File: src/rtl/fbf_pkg.sv
// Shared types for the flash bus front end: bus modes, voltage codes,
// status bit positions and the sampled control-pin bundle.
package fbf_pkg;

    typedef enum logic [2:0] {
        MODE_PWRDN    = 3'd0,
        MODE_STANDBY  = 3'd1,
        MODE_OUTDIS   = 3'd2,
        MODE_READ     = 3'd3,
        MODE_WRITE    = 3'd4,
        MODE_CONFLICT = 3'd5
    } bus_mode_e;

    localparam logic [1:0] VPP_LOCK = 2'b00;
    localparam logic [1:0] VPP_HIGH = 2'b10;

    localparam int ST_READY = 7;
    localparam int ST_ESUSP = 6;
    localparam int ST_VERR  = 3;
    localparam int ST_PSUSP = 2;

    typedef struct packed {
        logic rst_pin_n;
        logic ce_ok;
        logic oe_n;
        logic we_n;
        logic byte_n;
    } ctl_pins_t;

endpackage

File: src/rtl/fbf_pin_sampler.sv
// Samples the asynchronous device pins into the core clock domain with one
// register stage. Assumes pins are stable around the sampling edge (the
// surrounding system guarantees pin timing much slower than the clock).
module fbf_pin_sampler
    import fbf_pkg::*;
#(
    parameter int CE_W   = 3,
    parameter int ADDR_W = 24,
    parameter int DATA_W = 16
) (
    input  logic              clk,
    input  logic              rst_n,
    input  logic              pin_rst_n,
    input  logic [CE_W-1:0]   pin_ce_n,
    input  logic              pin_oe_n,
    input  logic              pin_we_n,
    input  logic              pin_byte_n,
    input  logic [1:0]        vpp_lvl,
    input  logic [ADDR_W-1:0] pin_addr,
    input  logic [DATA_W-1:0] pin_din,
    output ctl_pins_t         s_ctl,
    output logic [1:0]        s_vpp,
    output logic [ADDR_W-1:0] s_addr,
    output logic [DATA_W-1:0] s_din
);

    logic [CE_W-1:0] s_ce_n;
    logic            s_rst_pin_n;
    logic            s_oe_n;
    logic            s_we_n;
    logic            s_byte_n;

    // Register every pin once; reset parks the device in power-down.
    always_ff @(posedge clk) begin
        if (!rst_n) begin
            s_rst_pin_n <= 1'b0;
            s_ce_n      <= '1;
            s_oe_n      <= 1'b1;
            s_we_n      <= 1'b1;
            s_byte_n    <= 1'b1;
            s_vpp       <= VPP_LOCK;
            s_addr      <= '0;
            s_din       <= '0;
        end else begin
            s_rst_pin_n <= pin_rst_n;
            s_ce_n      <= pin_ce_n;
            s_oe_n      <= pin_oe_n;
            s_we_n      <= pin_we_n;
            s_byte_n    <= pin_byte_n;
            s_vpp       <= vpp_lvl;
            s_addr      <= pin_addr;
            s_din       <= pin_din;
        end
    end

    // Bundle the sampled controls; chip is selected only with every line low.
    always_comb begin
        s_ctl.rst_pin_n = s_rst_pin_n;
        s_ctl.ce_ok     = ~|s_ce_n;
        s_ctl.oe_n      = s_oe_n;
        s_ctl.we_n      = s_we_n;
        s_ctl.byte_n    = s_byte_n;
    end

endmodule

File: src/rtl/fbf_mode_decode.sv
// Priority decode of the sampled control pins into one bus mode.
// Reset pin dominates, then chip select, then the illegal OE/WE overlap.
module fbf_mode_decode
    import fbf_pkg::*;
(
    input  ctl_pins_t ctl,
    output bus_mode_e mode
);

    // Pick the mode by fixed priority.
    always_comb begin
        if (!ctl.rst_pin_n)                 mode = MODE_PWRDN;
        else if (!ctl.ce_ok)                mode = MODE_STANDBY;
        else if (!ctl.oe_n && !ctl.we_n)    mode = MODE_CONFLICT;
        else if (!ctl.we_n)                 mode = MODE_WRITE;
        else if (!ctl.oe_n)                 mode = MODE_READ;
        else                                mode = MODE_OUTDIS;
    end

endmodule

File: src/rtl/fbf_write_capture.sv
// Detects the close of a write cycle (write mode followed by standby or
// output disable), gates it on the program voltage and emits a one-cycle
// command strobe, or sets the sticky voltage-error flag. Assumes the sampled
// data and address are held steady while write-enable is low.
module fbf_write_capture
    import fbf_pkg::*;
#(
    parameter int ADDR_W = 24,
    parameter int DATA_W = 16
) (
    input  logic              clk,
    input  logic              rst_n,
    input  bus_mode_e         s_mode,
    input  logic [1:0]        s_vpp,
    input  logic              s_byte_n,
    input  logic [ADDR_W-1:0] s_addr,
    input  logic [DATA_W-1:0] s_din,
    output logic              cmd_strobe,
    output logic [ADDR_W-1:0] cmd_addr,
    output logic [DATA_W-1:0] cmd_data,
    output logic              vpp_err
);

    localparam int LANE_W = DATA_W / 2;

    bus_mode_e         p_mode;
    logic [1:0]        p_vpp;
    logic              p_byte_n;
    logic [ADDR_W-1:0] p_addr;
    logic [DATA_W-1:0] p_din;
    logic              wr_close;
    logic              wr_ok;
    logic [DATA_W-1:0] wr_word;

    // Hold the previous sampled cycle so a closing edge can be seen.
    always_ff @(posedge clk) begin
        if (!rst_n) begin
            p_mode   <= MODE_PWRDN;
            p_vpp    <= VPP_LOCK;
            p_byte_n <= 1'b1;
            p_addr   <= '0;
            p_din    <= '0;
        end else begin
            p_mode   <= s_mode;
            p_vpp    <= s_vpp;
            p_byte_n <= s_byte_n;
            p_addr   <= s_addr;
            p_din    <= s_din;
        end
    end

    // Close of a write: write-enable or chip-enable released, not an abort.
    always_comb begin
        wr_close = (p_mode == MODE_WRITE) &&
                   ((s_mode == MODE_STANDBY) || (s_mode == MODE_OUTDIS));
        wr_ok    = wr_close && (p_vpp == VPP_HIGH);
        wr_word  = p_byte_n ? p_din : {{(DATA_W-LANE_W){1'b0}}, p_din[LANE_W-1:0]};
    end

    // Issue the strobe with the captured address and data.
    always_ff @(posedge clk) begin
        if (!rst_n) begin
            cmd_strobe <= 1'b0;
            cmd_addr   <= '0;
            cmd_data   <= '0;
        end else begin
            cmd_strobe <= wr_ok;
            if (wr_ok) begin
                cmd_addr <= p_addr;
                cmd_data <= wr_word;
            end
        end
    end

    // Sticky refusal flag, cleared only by power-down.
    always_ff @(posedge clk) begin
        if (!rst_n)                        vpp_err <= 1'b0;
        else if (s_mode == MODE_PWRDN)     vpp_err <= 1'b0;
        else if (wr_close && !wr_ok)       vpp_err <= 1'b1;
    end

endmodule

File: src/rtl/fbf_data_drive.sv
// Builds the data bus values and per-bit output enables from the bus mode,
// the width pin and the read source. Lane 0 carries bits 7:0; the upper
// lanes are used only in 16-bit mode. Assumes DATA_W is two lanes of LANE_W.
module fbf_data_drive
    import fbf_pkg::*;
#(
    parameter int DATA_W = 16
) (
    input  bus_mode_e         mode,
    input  logic              byte_n,
    input  logic              rd_status,
    input  logic [DATA_W-1:0] array_data,
    input  logic              wsm_active,
    input  logic              erase_susp,
    input  logic              prog_susp,
    input  logic              vpp_err,
    output logic [DATA_W-1:0] dq_out,
    output logic [DATA_W-1:0] dq_oe
);

    localparam int LANE_W = 8;
    localparam int LANES  = DATA_W / LANE_W;

    logic [LANE_W-1:0] status_byte;
    logic              reading;

    // Assemble the idle status byte.
    always_comb begin
        status_byte           = '0;
        status_byte[ST_READY] = 1'b1;
        status_byte[ST_ESUSP] = erase_susp;
        status_byte[ST_VERR]  = vpp_err;
        status_byte[ST_PSUSP] = prog_susp;
        reading               = (mode == MODE_READ);
    end

    for (genvar l = 0; l < LANES; l++) begin : g_lane
        localparam bit IS_LOW = (l == 0);
        logic lane_on;

        // Drive one byte lane according to width and read source.
        always_comb begin
            lane_on = reading && (IS_LOW || byte_n);
            dq_out[l*LANE_W +: LANE_W] = '0;
            dq_oe [l*LANE_W +: LANE_W] = '0;
            if (lane_on) begin
                if (!rd_status) begin
                    dq_out[l*LANE_W +: LANE_W] = array_data[l*LANE_W +: LANE_W];
                    dq_oe [l*LANE_W +: LANE_W] = '1;
                end else if (wsm_active) begin
                    if (IS_LOW) dq_oe[l*LANE_W + ST_READY] = 1'b1;
                end else begin
                    if (IS_LOW) dq_out[l*LANE_W +: LANE_W] = status_byte;
                    dq_oe[l*LANE_W +: LANE_W] = '1;
                end
            end
        end
    end

endmodule

File: src/rtl/flash_bus_front.sv
// Top of the flash bus front end: samples pins, decodes the bus mode, drives
// the data bus and the busy pin, and hands accepted writes to the command
// interpreter. Assumes the state-machine flags are already in the core clock
// domain.
module flash_bus_front
    import fbf_pkg::*;
#(
    parameter int CE_W   = 3,
    parameter int ADDR_W = 24,
    parameter int DATA_W = 16
) (
    input  logic              clk,
    input  logic              rst_n,
    input  logic              pin_rst_n,
    input  logic [CE_W-1:0]   pin_ce_n,
    input  logic              pin_oe_n,
    input  logic              pin_we_n,
    input  logic              pin_byte_n,
    input  logic [1:0]        vpp_lvl,
    input  logic [ADDR_W-1:0] pin_addr,
    input  logic [DATA_W-1:0] pin_din,
    input  logic              rd_status,
    input  logic [DATA_W-1:0] array_data,
    input  logic              wsm_busy,
    input  logic              erase_susp,
    input  logic              prog_susp,
    output logic [DATA_W-1:0] dq_out,
    output logic [DATA_W-1:0] dq_oe,
    output logic              sts_pull_low,
    output logic [2:0]        bus_mode,
    output logic              bus_conflict,
    output logic              cmd_strobe,
    output logic [ADDR_W-1:0] cmd_addr,
    output logic [DATA_W-1:0] cmd_data,
    output logic              vpp_err
);

    ctl_pins_t         s_ctl;
    logic [1:0]        s_vpp;
    logic [ADDR_W-1:0] s_addr;
    logic [DATA_W-1:0] s_din;
    bus_mode_e         s_mode;
    logic              wsm_active;

    fbf_pin_sampler #(.CE_W(CE_W), .ADDR_W(ADDR_W), .DATA_W(DATA_W)) u_samp (
        .clk(clk), .rst_n(rst_n), .pin_rst_n(pin_rst_n), .pin_ce_n(pin_ce_n),
        .pin_oe_n(pin_oe_n), .pin_we_n(pin_we_n), .pin_byte_n(pin_byte_n),
        .vpp_lvl(vpp_lvl), .pin_addr(pin_addr), .pin_din(pin_din),
        .s_ctl(s_ctl), .s_vpp(s_vpp), .s_addr(s_addr), .s_din(s_din)
    );

    fbf_mode_decode u_dec (
        .ctl(s_ctl), .mode(s_mode)
    );

    fbf_write_capture #(.ADDR_W(ADDR_W), .DATA_W(DATA_W)) u_wcap (
        .clk(clk), .rst_n(rst_n), .s_mode(s_mode), .s_vpp(s_vpp),
        .s_byte_n(s_ctl.byte_n), .s_addr(s_addr), .s_din(s_din),
        .cmd_strobe(cmd_strobe), .cmd_addr(cmd_addr), .cmd_data(cmd_data),
        .vpp_err(vpp_err)
    );

    // An algorithm counts as running unless program is suspended.
    always_comb begin
        wsm_active   = wsm_busy && !prog_susp;
        sts_pull_low = s_ctl.rst_pin_n && wsm_active;
        bus_mode     = s_mode;
        bus_conflict = (s_mode == MODE_CONFLICT);
    end

    fbf_data_drive #(.DATA_W(DATA_W)) u_drive (
        .mode(s_mode), .byte_n(s_ctl.byte_n), .rd_status(rd_status),
        .array_data(array_data), .wsm_active(wsm_active),
        .erase_susp(erase_susp), .prog_susp(prog_susp), .vpp_err(vpp_err),
        .dq_out(dq_out), .dq_oe(dq_oe)
    );

endmodule

File: config.mk
export PLATFORM = sky130hd
export DESIGN_NAME = flash_bus_front
export DESIGN_NICKNAME = d
export VERILOG_FILES = /design/src/rtl/fbf_pkg.sv /design/src/rtl/fbf_pin_sampler.sv /design/src/rtl/fbf_mode_decode.sv /design/src/rtl/fbf_write_capture.sv /design/src/rtl/fbf_data_drive.sv /design/src/rtl/flash_bus_front.sv
export SDC_FILE = /design/constraint.sdc
export NUM_CORES = 1
export LEC_CHECK = 0
export ABC_AREA = 1
export BUFFER_PORTS_ARGS = -buffer_cell sky130_fd_sc_hd__buf_2
export CORE_AREA = 2 2 99 101
export CTS_CLUSTER_SIZE = 12
export DETAILED_ROUTE_END_ITERATION = 8
export DIE_AREA = 0 0 101 103
export PLACE_DENSITY_LB_ADDON = 0.25
export SKIP_CTS_REPAIR_TIMING = 1
export SYNTH_ARGS = -nofsm -noshare
export SYNTH_HDL_FRONTEND = slang
export SYNTH_SLANG_ARGS = --single-unit
File: constraint.sdc
create_clock -name clk -period 2.8 [get_ports clk]
set_clock_uncertainty 0.05 [all_clocks]
set_input_delay 0.28 -clock clk [delete_from_list [all_inputs] [get_ports clk]]
set_output_delay 0.28 -clock clk [all_outputs]
set_load 0.1 [all_outputs]
==> run_summary.xml <==
<?xml version="1.0" encoding="UTF-8"?>
<metrics>
  <group name="run_status">
    <metric name="outcome" unit="">finished, final reports clean</metric>
  </group>
  <group name="logic_synthesis">
    <metric name="asr_flop_ratio_synth" unit="%">0</metric>
    <metric name="synth_area_per_cell" unit="um^2">8.122</metric>
    <metric name="net_count_after_synthesis" unit="">647</metric>
    <metric name="most_area_consuming_cells_after_synthesis" unit="">dfxtp_1 (59%), nand2_1 (12%), inv_1 (9.7%)</metric>
    <metric name="edff_count_synth" unit="">0</metric>
    <metric name="synth.largest_area_cell" unit="">dfxtp_1</metric>
    <metric name="syn_inst" unit="">576</metric>
    <metric name="ys_seq_elements" unit="">137</metric>
    <metric name="synthDominantCellAreaShare" unit="%">58.63</metric>
    <metric name="dominantRegCellSynth" unit="">dfxtp_1</metric>
    <metric name="ys_top_cells_by_count" unit="">nand2_1 (149), dfxtp_1 (137), inv_1 (121)</metric>
    <metric name="yosysUniqueCellTypes" unit="">20</metric>
    <metric name="yosysWarnings" unit="">0</metric>
    <metric name="yosys.cell_count.top_type" unit="">nand2_1</metric>
    <metric name="yosysSeqAreaShare" unit="%">58.63</metric>
    <metric name="mapped_cell_area" unit="um^2">4678</metric>
  </group>
  <group name="clock_tree">
    <metric name="cts_inserted_buffers" unit="">17</metric>
    <metric name="cts-root-buf" unit="">clkbuf_8</metric>
    <metric name="cts_buffer_depth" unit="">2</metric>
    <metric name="path_clk_slew" unit="ns">0.06</metric>
    <metric name="clock-sinks" unit="">137</metric>
    <metric name="cts_tree" unit="">yes</metric>
    <metric name="clock_latency" unit="ns">0.49</metric>
    <metric name="maximum_level_of_the_cts_h_tree" unit="">4</metric>
  </group>
  <group name="sta">
    <metric name="layout_min_cycle_time" unit="ns">2.530</metric>
    <metric name="fin_hold_ws" unit="ns">0.08200</metric>
    <metric name="max_freq" unit="GHz">0.3953</metric>
    <metric name="post-route-period-util" unit="%">90.35</metric>
    <metric name="final_setup_violations" unit="">0</metric>
    <metric name="final-hold-violation-count" unit="">0</metric>
    <metric name="setup_total_negative_slack" unit="ns">0</metric>
    <metric name="grt_setup_unrepaired" unit="">no</metric>
    <metric name="tightest_slew" unit="ns">0.8900</metric>
    <metric name="slew_violations" unit="">0</metric>
    <metric name="worst_relative_slew_slack" unit="%">40.60</metric>
  </group>
  <group name="floorplan">
    <metric name="die_x" unit="um">101</metric>
    <metric name="die_area" unit="um^2">10400</metric>
    <metric name="floorplan.die.height" unit="um">103</metric>
    <metric name="starting_utilization_of_the_core_area" unit="%">49.46</metric>
    <metric name="count_of_pins_on_the_block_boundary" unit="">150</metric>
    <metric name="core-area" unit="um^2">9459</metric>
    <metric name="num_rows" unit="">36</metric>
  </group>
  <group name="placement">
    <metric name="port_buffers" unit="">149</metric>
    <metric name="place_hpwl" unit="mm">5.758</metric>
    <metric name="gp_congestion" unit="">0.7904</metric>
    <metric name="place.detailed.instances" unit="">801</metric>
  </group>
  <group name="min_path">
    <metric name="timing.hold.worst.class" unit="">primary input to flop</metric>
  </group>
  <group name="global_route">
    <metric name="grt_overflow" unit="">0</metric>
    <metric name="grt.total_usage" unit="%">16.86</metric>
    <metric name="antenna_violations_before_repair" unit="">0</metric>
    <metric name="grt_pass1_wl" unit="mm">13.93</metric>
    <metric name="grt_max_degree" unit="">66</metric>
    <metric name="via_count_of_the_first_global_routing_pass" unit="">3241</metric>
  </group>
  <group name="critical_path">
    <metric name="crit_path_cell_trace" unit="">nor2_2, nand4_2, nor2_4, nand2_1, nor2_2, buf_2</metric>
    <metric name="critPathTopFamily" unit="">simple AND/OR/NAND/NOR gates</metric>
    <metric name="worst-path-max-fanout" unit="">9</metric>
    <metric name="crit_type" unit="">flop to primary output</metric>
    <metric name="data_required_critical_path" unit="ns">2.47</metric>
    <metric name="type_of_element_capturing_the_critical_path" unit="">primary output</metric>
    <metric name="timing.critical_path.from_type" unit="">flop</metric>
    <metric name="arrival" unit="ns">2.20</metric>
    <metric name="cp_num_buf_inv" unit="">1</metric>
    <metric name="critical_path.most_common_cell" unit="">nor2_2</metric>
    <metric name="critical-path-max-stage-delay" unit="ns">0.48</metric>
    <metric name="crit_slowest_cell" unit="">buf_2</metric>
  </group>
  <group name="route">
    <metric name="dr.first_iter.drc_count" unit="">124</metric>
    <metric name="num_vias" unit="">3843</metric>
    <metric name="routed_wl" unit="mm">9.145</metric>
    <metric name="via_per_inst" unit="">4.357</metric>
    <metric name="first_pass_iteration_count_of_the_detailed_router" unit="">4</metric>
    <metric name="final_antenna_net_count" unit="">0</metric>
    <metric name="post-route-drc-count" unit="">0</metric>
    <metric name="average_wire_length_per_cell_after_detail_routing" unit="um">10.37</metric>
  </group>
  <group name="finish">
    <metric name="drive_above_1_share" unit="%">25.91</metric>
    <metric name="n_fill_cell" unit="">755</metric>
    <metric name="insertedDiodeCount" unit="">0</metric>
    <metric name="finish.cell_count_without_fillers" unit="">882</metric>
    <metric name="final_net_count" unit="">826</metric>
    <metric name="synthToLayoutAreaGrowth" unit="%">37.28</metric>
  </group>
  <group name="pwr">
    <metric name="internal_pwr_total" unit="mW">3.491</metric>
    <metric name="power_per_cell_area" unit="nW/um^2">689.9</metric>
    <metric name="pwr-share-clk" unit="%">49.2</metric>
    <metric name="power_frac_seq" unit="%">45.9</metric>
    <metric name="gate_power_share" unit="%">4.9</metric>
    <metric name="switching_share" unit="%">21.21</metric>
    <metric name="power.switching" unit="mW">0.9397</metric>
    <metric name="vdd.ir_drop.worst" unit="uV">385.7</metric>
    <metric name="p_leak" unit="nW">3.891</metric>
  </group>
  <group name="job">
    <metric name="maxCapViolCount" unit="">0</metric>
  </group>
</metrics>
sequential cells by signal, summed over array words and instances, names as in the netlist, 2 cells and up:
register         cells
u_wcap.cmd_data     16
u_samp.s_vpp         2
u_samp.s_ce_n        3
u_wcap.p_mode        3
u_wcap.p_din        16
u_wcap.p_addr       24
u_samp.s_addr       24
u_samp.s_din        16
u_wcap.p_vpp         2
u_wcap.cmd_addr     24
power groups by stage:
| stage | Clock, mW | Combinational, mW | Sequential (mW) |
|---|---|---|---|
| floorplan | 0 | 0.105 | 2.07 |
| global placement | 0 | 0.161 | 2.07 |
| detailed placement | 0 | 0.166 | 2.08 |
| CTS | 2.22 | 0.167 | 2.03 |
| global route | 2.32 | 0.248 | 2.04 |
| finish | 2.18 | 0.219 | 2.03 |
layer usage:
metal  part of all wire (%)  wire length (um)  up-vias  GRT usage (%)
li1                       -                 -     2043              -
met5                      0                 0        -              0
met4                   0.38                35        0          5.094
met2                     51              4630       77          29.28
met3                    4.0               364        2          5.085
met1                     45              4115     1721          20.25
tightest hold or removal path: stages:
cell and delay, ns:
buf_4 0.19, nand2_1 0.08, inv_1 0.03
cell type report:
type	count	area (um^2)	area share (%)
sequential	137	2743	42.70
timing repair buffer	202	1269	19.75
multi-input combinational	276	1225	19.07
inverter	121	454.2	7.072
clock buffer	19	421.7	6.565
clock inverter	13	167.7	2.611
tap	114	142.6	2.221
path summary, 6_finish.rpt:
kind / from / to / slack (ns) / cells after the start
worst max register to register: u_samp.s_oe_n / u_wcap.cmd_addr[22] / 0.83 / 5
worst max-delay path: u_samp.s_ce_n[1] / dq_oe[10] / 0.27 / 6
worst min register to register: u_samp.s_addr[16] / u_wcap.p_addr[16] / 0.36 / 2
worst min-delay path: rst_n / u_wcap.p_addr[2] / 0.08 / 3
cell families (layout without fill, tap and decap cells):
logic type | Yosys count | in the layout | share of synthesized area (%)
and+or+nand+nor | 273 | 273 | 25.70
buffers and inverters | 163 | 355 | 15.35
DFF | 137 | 137 | 58.63
AOI/OAI and AO/OA | 3 | 3 | 0.3208
per-stage QoR:
| step | util [%] | worst slack [ns] | power (mW) | instance area, um^2 |
|---|---|---|---|---|
| finish | 67.90 | 0.2702 | 4.431 | 6422 |
| global route | 67.90 | 0.08344 | 4.600 | 6422 |
| CTS | 62.71 | 0.2427 | 4.421 | 5932 |
| global placement | 56.48 | 0.8624 | 2.234 | 5343 |
| detailed placement | 56.48 | 0.7784 | 2.241 | 5343 |
| floorplan | - | 0.1443 | 2.174 | 4686 |
placed cells by master, fill, tap and decap left out:
master / n
nand3_2: 2
nand4_1: 1
dlygate4sd3_1: 49
buf_4: 5
clkinvlp_4: 2
dfxtp_1: 137
nor2_1: 21
nor2_2: 2
buf_2: 148
nor2_4: 3
clkbuf_1: 2
clkinv_4: 2
nand2_2: 1
clkbuf_16: 16
nand2_1: 149
inv_1: 121
nand4_2: 1
nand3_1: 86
bufinv_16: 3
or2_2: 6
a21oi_1: 2
o21ai_0: 1
nor3b_2: 1
clkinv_2: 2
inv_6: 4
clkbuf_8: 1
Power figures use the tool's default switching activity.
